**src/rtl/dram_boot_pkg.sv**
```systemverilog
package dram_boot_pkg;

  typedef enum logic [2:0] {
    CMD_MRS = 3'b000,
    CMD_REF = 3'b001,
    CMD_PRE = 3'b010,
    CMD_NOP = 3'b111
  } dram_cmd_e;

  typedef enum logic [2:0] {
    SQ_PREA,
    SQ_REF1,
    SQ_REF2,
    SQ_MRS,
    SQ_SETTLE,
    SQ_RUN
  } seq_state_e;

  // smallest cycle count whose duration covers t_ps
  function automatic int cycles_ceil(longint t_ps, longint clk_ps);
    return int'((t_ps + clk_ps - 1) / clk_ps);
  endfunction

  // refresh interval in cycles, rounded down so it never runs long
  function automatic int refi_cycles(longint window_ns, longint count, longint clk_ps);
    return int'((window_ns * 1000) / (count * clk_ps));
  endfunction

  function automatic int max3(int a, int b, int c);
    int m;
    m = (a > b) ? a : b;
    return (m > c) ? m : c;
  endfunction

endpackage

```
**src/rtl/dram_refi_timer.sv**
```systemverilog
module dram_refi_timer #(
  parameter int REFI_CYC = 1562,
  parameter int TRIG_AT  = 1553
) (
  input  logic clk,
  input  logic rst_n,
  input  logic run,
  output logic tick
);
  localparam int CW = $clog2(REFI_CYC + 1);

  logic [CW-1:0] cnt;

  always_ff @(posedge clk) begin
    if (!rst_n || !run) begin
      cnt <= '0;
    end else if (cnt == CW'(REFI_CYC - 1)) begin
      cnt <= '0;
    end else begin
      cnt <= cnt + 1'b1;
    end
  end

  assign tick = run && (cnt == CW'(TRIG_AT));
endmodule

```
**src/rtl/dram_refresh_debt.sv**
```systemverilog
module dram_refresh_debt (
  input  logic       clk,
  input  logic       rst_n,
  input  logic       tick,
  input  logic       take,
  output logic [1:0] owed,
  output logic       overrun
);
  assign overrun = tick && !take && (owed != 2'd0);

  always_ff @(posedge clk) begin
    if (!rst_n) begin
      owed <= 2'd0;
    end else if (take) begin
      owed <= tick ? 2'd1 : 2'd0;
    end else if (tick) begin
      owed <= (owed == 2'd0) ? 2'd1 : 2'd2;
    end
  end
endmodule

```
**src/rtl/dram_cmd_drive.sv**
```systemverilog
module dram_cmd_drive import dram_boot_pkg::*; #(
  parameter int ADDR_W = 12,
  parameter int BA_W   = 2
) (
  input  logic              clk,
  input  logic              rst_n,
  input  logic              issue,
  input  dram_cmd_e         kind,
  input  logic [ADDR_W-1:0] addr_in,
  input  logic [BA_W-1:0]   ba_in,
  output logic              sd_cke,
  output logic              sd_cs_n,
  output logic              sd_ras_n,
  output logic              sd_cas_n,
  output logic              sd_we_n,
  output logic [BA_W-1:0]   sd_ba,
  output logic [ADDR_W-1:0] sd_addr
);
  logic [2:0] cmd_q;

  always_ff @(posedge clk) begin
    if (!rst_n || !issue) begin
      cmd_q   <= CMD_NOP;
      sd_addr <= '0;
      sd_ba   <= '0;
    end else begin
      cmd_q   <= kind;
      sd_addr <= addr_in;
      sd_ba   <= ba_in;
    end
  end

  assign sd_cke   = 1'b1;
  assign sd_cs_n  = 1'b0;
  assign sd_ras_n = cmd_q[2];
  assign sd_cas_n = cmd_q[1];
  assign sd_we_n  = cmd_q[0];
endmodule

```
**src/rtl/dram_boot_refresh.sv**
```systemverilog
module dram_boot_refresh import dram_boot_pkg::*; #(
  parameter int ADDR_W            = 12,
  parameter int BA_W              = 2,
  parameter int AP_BIT            = 10,
  parameter int CLK_PS            = 10000,
  parameter int TRP_PS            = 20000,
  parameter int TRFC_PS           = 70000,
  parameter int REFRESH_WINDOW_NS = 64000000,
  parameter int REFRESH_COUNT     = 4096,
  parameter int GRANT_LEAD        = 8,
  parameter int MRD_CYC           = 2
) (
  input  logic              clk,
  input  logic              rst_n,
  input  logic [ADDR_W-1:0] mode_word,
  input  logic              ref_gnt,
  output logic              init_done,
  output logic              ref_req,
  output logic              sd_cke,
  output logic              sd_cs_n,
  output logic              sd_ras_n,
  output logic              sd_cas_n,
  output logic              sd_we_n,
  output logic [BA_W-1:0]   sd_ba,
  output logic [ADDR_W-1:0] sd_addr
);
  localparam int TRP_CYC  = cycles_ceil(TRP_PS, CLK_PS);
  localparam int TRFC_CYC = cycles_ceil(TRFC_PS, CLK_PS);
  localparam int REFI_CYC = refi_cycles(REFRESH_WINDOW_NS, REFRESH_COUNT, CLK_PS);
  localparam int TRIG_AT  = REFI_CYC - 1 - GRANT_LEAD;
  localparam int WAIT_MAX = max3(TRP_CYC, TRFC_CYC, MRD_CYC);
  localparam int CNT_W    = $clog2(WAIT_MAX + 1);

  seq_state_e        state;
  logic [CNT_W-1:0]  wcnt;
  logic              burst_left;
  logic              seq_step;
  logic              interval_tick;
  logic              refresh_start;
  logic              debt_overrun;
  logic [1:0]        owed;
  logic              issue;
  dram_cmd_e         kind;
  logic [ADDR_W-1:0] addr_next;

  dram_refi_timer #(.REFI_CYC(REFI_CYC), .TRIG_AT(TRIG_AT)) u_timer (
    .clk  (clk),
    .rst_n(rst_n),
    .run  (init_done),
    .tick (interval_tick)
  );

  dram_refresh_debt u_debt (
    .clk    (clk),
    .rst_n  (rst_n),
    .tick   (interval_tick),
    .take   (refresh_start),
    .owed   (owed),
    .overrun(debt_overrun)
  );

  assign seq_step      = (wcnt == '0);
  assign refresh_start = seq_step && (state == SQ_RUN) && !burst_left &&
                         (owed != 2'd0) && ref_gnt;
  assign ref_req       = init_done && ((owed != 2'd0) || burst_left || (wcnt != '0));

  always_comb begin
    issue     = 1'b0;
    kind      = CMD_NOP;
    addr_next = '0;
    unique case (state)
      SQ_PREA: begin
        issue             = seq_step;
        kind              = CMD_PRE;
        addr_next[AP_BIT] = 1'b1;
      end
      SQ_REF1, SQ_REF2: begin
        issue = seq_step;
        kind  = CMD_REF;
      end
      SQ_MRS: begin
        issue     = seq_step;
        kind      = CMD_MRS;
        addr_next = mode_word;
      end
      SQ_RUN: begin
        issue = seq_step && (burst_left || refresh_start);
        kind  = CMD_REF;
      end
      default: begin
        issue = 1'b0;
      end
    endcase
  end

  always_ff @(posedge clk) begin
    if (!rst_n) begin
      state      <= SQ_PREA;
      wcnt       <= '0;
      burst_left <= 1'b0;
      init_done  <= 1'b0;
    end else if (!seq_step) begin
      wcnt <= wcnt - 1'b1;
    end else begin
      unique case (state)
        SQ_PREA: begin
          wcnt  <= CNT_W'(TRP_CYC - 1);
          state <= SQ_REF1;
        end
        SQ_REF1: begin
          wcnt  <= CNT_W'(TRFC_CYC - 1);
          state <= SQ_REF2;
        end
        SQ_REF2: begin
          wcnt  <= CNT_W'(TRFC_CYC - 1);
          state <= SQ_MRS;
        end
        SQ_MRS: begin
          wcnt  <= CNT_W'(MRD_CYC - 1);
          state <= SQ_SETTLE;
        end
        SQ_SETTLE: begin
          init_done <= 1'b1;
          state     <= SQ_RUN;
        end
        SQ_RUN: begin
          if (burst_left) begin
            burst_left <= 1'b0;
            wcnt       <= CNT_W'(TRFC_CYC - 1);
          end else if (refresh_start) begin
            burst_left <= (owed == 2'd2);
            wcnt       <= CNT_W'(TRFC_CYC - 1);
          end
        end
        default: state <= SQ_PREA;
      endcase
    end
  end

  dram_cmd_drive #(.ADDR_W(ADDR_W), .BA_W(BA_W)) u_drive (
    .clk     (clk),
    .rst_n   (rst_n),
    .issue   (issue),
    .kind    (kind),
    .addr_in (addr_next),
    .ba_in   ({BA_W{1'b0}}),
    .sd_cke  (sd_cke),
    .sd_cs_n (sd_cs_n),
    .sd_ras_n(sd_ras_n),
    .sd_cas_n(sd_cas_n),
    .sd_we_n (sd_we_n),
    .sd_ba   (sd_ba),
    .sd_addr (sd_addr)
  );
endmodule

```
**config.mk**
```make
export PLATFORM = sky130hd
export DESIGN_NAME = dram_boot_refresh
export DESIGN_NICKNAME = d
export VERILOG_FILES = /design/src/rtl/dram_boot_pkg.sv /design/src/rtl/dram_refi_timer.sv /design/src/rtl/dram_refresh_debt.sv /design/src/rtl/dram_cmd_drive.sv /design/src/rtl/dram_boot_refresh.sv
export SDC_FILE = /design/constraint.sdc
export NUM_CORES = 1
export LEC_CHECK = 0
export ABC_AREA = 1
export ABC_CLOCK_PERIOD_IN_PS = 3100
export BUFFER_PORTS_ARGS = -buffer_cell sky130_fd_sc_hd__buf_2
export CORE_ASPECT_RATIO = 0.5
export CORE_MARGIN = 2
export CORE_UTILIZATION = 50
export CTS_BUF_LIST = sky130_fd_sc_hd__clkbuf_8
export DETAILED_ROUTE_END_ITERATION = 10
export PLACE_DENSITY = 0.87
export SLEW_MARGIN = 10
export SYNTH_ARGS = -nofsm -noshare
export SYNTH_HDL_FRONTEND = slang
export SYNTH_SLANG_ARGS = --single-unit
export TNS_END_PERCENT = 20
```
**constraint.sdc**
```tcl
create_clock -name clk -period 3.1 [get_ports clk]
set_input_delay 0.31 -clock clk [delete_from_list [all_inputs] [get_ports clk]]
set_output_delay 0.31 -clock clk [all_outputs]
set_load 0.03 [all_outputs]
```
After elaboration in Yosys (flattened, before gate mapping)
Index checks and enable logic that the tools add are counted.
- logic and storage cells: 69
- input bits: 15
- output and inout bits: 21
- register bits after elaboration: 36
- bitwise logic cells: 2
- eq/ne operators: 10
- reductions and logical operators: 32
- mux-type cells: 14
- add/subtract/negate cells: 2
- operators by type and width (kind ; count):
    equality test 11 bit, second input constant ; 2
    case mux 3 bit (3 select lines) ; 2
    case mux 3 bit (6 select lines) ; 1
    adder 11 x 1 -> 11 bit, second input constant ; 1
    two-way mux 3 bit ; 3
    AND reduction 2 bit ; 4
    OR reduction 2 bit ; 4
    logical AND 1 bit ; 7
    equality test 3 x 2 -> 1 bit, second input constant ; 2
    equality test 3 bit, second input constant ; 2
    zero test 3 bit ; 2
    two-way mux 2 bit ; 3
    logical OR 1 bit ; 5
    zero test 1 bit ; 4
    != test 4 x 3 -> 1 bit, second input constant ; 1
    != test 4 bit, second input constant ; 1
    case mux 1 bit (2 select lines) ; 2
    nonzero test 2 bit ; 2
    OR reduction 4 bit ; 1
    equality test 3 x 1 -> 1 bit, second input constant ; 1
    two-way mux 1 bit ; 3
    nonzero test 3 bit ; 1
    OR reduction 3 bit ; 1
    subtractor 3 x 1 -> 3 bit, second input constant ; 1
    other kinds (3) ; 4

Longest topological paths before layout
- word-level depth: 11
- gate-level depth with buffers: 9
- mapped depth without buffers: 9

Hierarchy
From an unflattened synthesis, not the netlist that was laid out.
- cells, all modules: 253
- area total of the unflattened synthesis: 1841.8 um^2
- by module, submodules not included (module ; seq. area each (um^2) ; times used ; cells each ; area an instance (um^2)):
    dram_boot_refresh ; 160.2 ; 1 ; 100 ; 621.8
    dram_refi_timer ; 220.2 ; 1 ; 80 ; 574.3
    dram_cmd_drive ; 340.3 ; 1 ; 57 ; 541.8
    dram_refresh_debt ; 40.0 ; 1 ; 16 ; 103.8

Worst setup path before layout
No wires, ideal clock.
- path type: register -> output
- start point: reg wcnt[0]
- end point: out ref_req
- data arrival time: 1.412 ns
- cell stages (with the launch flop): 6
- setup slack: 1.378 ns
- required time: 2.790 ns
- path through: dfxtp_1 > inv_1 > ha_1 > nand2_1 > inv_1 > a31oi_1
- word-level cells in the longest chain between the ends: 3
- ends and longest elaborated chain (item ; RTL line ; RTL):
    from (decl) ; dram_boot_refresh.sv:35 ; logic [CNT_W-1:0] wcnt;
    from (signal assigned) ; dram_boot_refresh.sv:103 ; wcnt <= wcnt - 1'b1;
    from (signal assigned) ; dram_boot_refresh.sv:107 ; wcnt <= CNT_W'(TRP_CYC - 1);
    from (signal assigned) ; dram_boot_refresh.sv:111 ; wcnt <= CNT_W'(TRFC_CYC - 1);
    nonzero test 3 bit ; dram_boot_refresh.sv:65 ; assign ref_req = init_done && ((owed != 2'd0) || burst_left || (wcnt != '0));
    logical OR 1 bit ; dram_boot_refresh.sv:65 ;
    logical AND 1 bit ; dram_boot_refresh.sv:65 ;
    to (decl) ; dram_boot_refresh.sv:18 ; output logic ref_req,
Every way passes these cells.

Worst setup path in the final report
Same ends and word-level chain as after synthesis.

==> results.toml <==
[timing]
clock_skew_ps = 1.73
setup_viol = 0
setup_slack_ps = 1110
rsz0062_at_grt = "no"
slew_violations = 0
fin_tns_setup_ps = 0
fin_crit_ps = 1990
whs_ps = 239
max_freq_ghz = 0.503
layout_worst_path_cycle_share_pct = 64.1
hold_viol = 0

[placed_design]
numPortBuffers = 31
place_inst = 278
place_ws_ps = 1430
hpwl_um = 2270
gp_congestion = 0.830

[finish]
diodes = 0
drive_gt1_share_pct = 21.1
layoutNonFillerInstCount = 286
final_nets = 264
area.growth.synth_to_final_pct = 15.0

[power_and_ir_drop]
power_density_nw_per_um2 = 630
p_leak_nw = 0.874
ir_drop_mv = 0.314
power_mw = 1.17

[clocking]
cts_resized = 0
clk_path_buf_depth = 2
cts_tree = "yes"
cts_setup_buffers = 0
cts-htree-levels = 2
cts_sinks = 36
clock_latency_ps = 290
cts_hold_buf = 0
clk_pin_slew_ps = 70
numCtsBuffers = 5
cts_root_buffer = "clkbuf_8"

[synth]
yosys.area.top_type = "dfxtp_1"
syn_area_um2 = 1620
synthCells = 212
yosys-top-cells-area = "dfxtp_1 45%, inv_1 8.6%, nand2_1 8.6%, nor2_1 7.2%, nor2_2 3.5%"
synth-warning-count = 0
syn_area_per_cell_um2 = 7.63
synth_seq_cells = 36
ys_types = 27
yosysSeqAreaShare_pct = 44.5
synth_top_cell_area_share_pct = 44.5

[die]
initial_core_util_pct = 53.1
rows = 14
die_y_um = 44.2
num_io_pins = 36
dieArea_um2 = 3730
die_x_um = 84.4
core_area_um2 = 3050

[setup_path]
crit_type = "reg -> out"
worst-path-buf-inv = 3
cp.required_ps = 2790
slowest_delay_ps = 310
crit_fanout = 8
crit_chain = "inv_1, ha_1, nand2_1, inv_1, a31oi_1, buf_2"
end_kind = "output port"
arrival_ps = 1680
slowest_stage = "dfxtp_1"
cp-start-kind = "register"
cpLargestDelayFamily = "buffers and inverters"
crit_top_cell = "inv_1"

[grt]
grt_max_degree = 12
grt.total_usage_pct = 17.6
grt_pass1_wl_um = 5080
first_global_vias = 1258
overflow = 0
grt_antenna_before_repair = 0

[routing]
antenna_left = 0
drtIter0Drc = 31
wl_um = 3010
drcViolationCount = 0
drt_first_pass_iters = 4
routedWlPerCell_um = 10.5
vias = 1351
vias_per_cell = 4.72

[run]
cap_viol_max_count = 0

[worst_hold_path]
hp-class = "in -> reg"

[run_status]
outcome = "completed"
-- Yosys cell counts --
| cell type | n |
|---|---|
| buf_2 | 1 |
| nand3_2 | 1 |
| xor2_1 | 4 |
| xnor2_1 | 2 |
| a211oi_1 | 1 |
| nand3_1 | 9 |
| a21oi_1 | 9 |
| o21a_1 | 1 |
| buf_4 | 4 |
| nand4_1 | 4 |
| o21ai_0 | 7 |
| dfxtp_1 | 36 |
| nor2_4 | 2 |
| nand2_2 | 1 |
| nand3_4 | 2 |
| nand3b_1 | 1 |
| nor3b_1 | 1 |
| nand2_1 | 37 |
| clkbuf_8 | 1 |
| nor3_1 | 2 |
| nor2_2 | 9 |
| inv_1 | 37 |
| ha_1 | 4 |
| a31oi_1 | 2 |
| conb_1 | 2 |
| buf_6 | 1 |
| nor2_1 | 31 |
-- metal layers --
layer	part of all wire [%]	global-route usage [%]	vias up	routed length (um)
li1	-	-	704	-
met3	4.6	5.78	10	138
met1	43	19.4	609	1310
met2	49	30.5	28	1480
met5	0	0	-	0
met4	2.8	11.4	0	84
-- final cells by class --
type | count | area, um^2
Fill cell | 271 | 1190
Sequential cell | 36 | 721
Multi-Input combinational cell | 134 | 706
Timing Repair Buffer | 31 | 155
Inverter | 37 | 139
Clock buffer | 6 | 82.6
Tap cell | 40 | 50.0
Clock inverter | 2 | 7.51
-- stage by stage --
stage               util (%)  area (um^2)
CTS                     61.0         1860
global route            61.0         1860
detailed placement      58.1         1770
finish                  61.0         1860
floorplan                  -         1630
global placement        58.1         1770
-- tightest hold or removal path, cell delays in order --
cell	delay, ps
buf_2	100
inv_1	40
nor2_1	40
-- cell usage in the layout (no fill, tap or decap), types with 2 or more instances in the layout --
master,count
a31oi_1,2
nand2_1,37
clkbuf_8,6
ha_1,4
conb_1,4
a21oi_1,9
o21ai_0,7
dfxtp_1,36
nor3_1,2
xor2_1,4
xnor2_1,2
nand4_1,4
nor2_4,2
inv_1,39
nor2_2,9
nor2_1,31
buf_2,31
nand3_4,2
nand3_1,9
-- flip-flops by register name, indices dropped and copies added (netlist names) --
| register | count |
|---|---|
| u_timer.cnt | 11 |
| burst_left | 1 |
| wcnt | 3 |
| state | 3 |
| init_done | 1 |
| u_drive.cmd_q | 3 |
| u_drive.sd_addr | 12 |
| u_debt.owed | 2 |
-- where the power goes --
part           total (mW)  internal [mW]  leakage, nW  switching (mW)
sequential          0.541          0.510        0.292          0.0308
clock               0.334          0.174       0.0538           0.159
combinational       0.299         0.0969        0.529           0.202
total                1.17          0.781        0.874           0.392
-- final timing paths --
path | startpoint | endpoint | slack [ps] | depth (start not counted)
min reg2reg | u_timer.cnt[10]$_SDFF_PP0_ | u_timer.cnt[10]$_SDFF_PP0_ | 480 | 2
max reg2reg | wcnt[0]$_SDFFE_PN0P_ | u_drive.sd_addr[6]$_SDFF_PP0_ | 1440 | 8
min | mode_word[7] | u_drive.sd_addr[7]$_SDFF_PP0_ | 240 | 3
max | wcnt[0]$_SDFFE_PN0P_ | ref_req | 1110 | 6
-- cells by family after synthesis --
| kind of cell | after synthesis | share of synthesized area [%] |
|---|---|---|
| and+or+nand+nor | 100 | 29.7 |
| buffers and inverters | 44 | 12.3 |
| DFF | 36 | 44.5 |
| AOI/OAI and AO/OA | 20 | 6.65 |
| xor gates and xnor gates | 6 | 3.25 |
| adders and majority gates | 4 | 3.09 |
| other | 2 | 0.464 |
(Power assumes the default switching activity.)
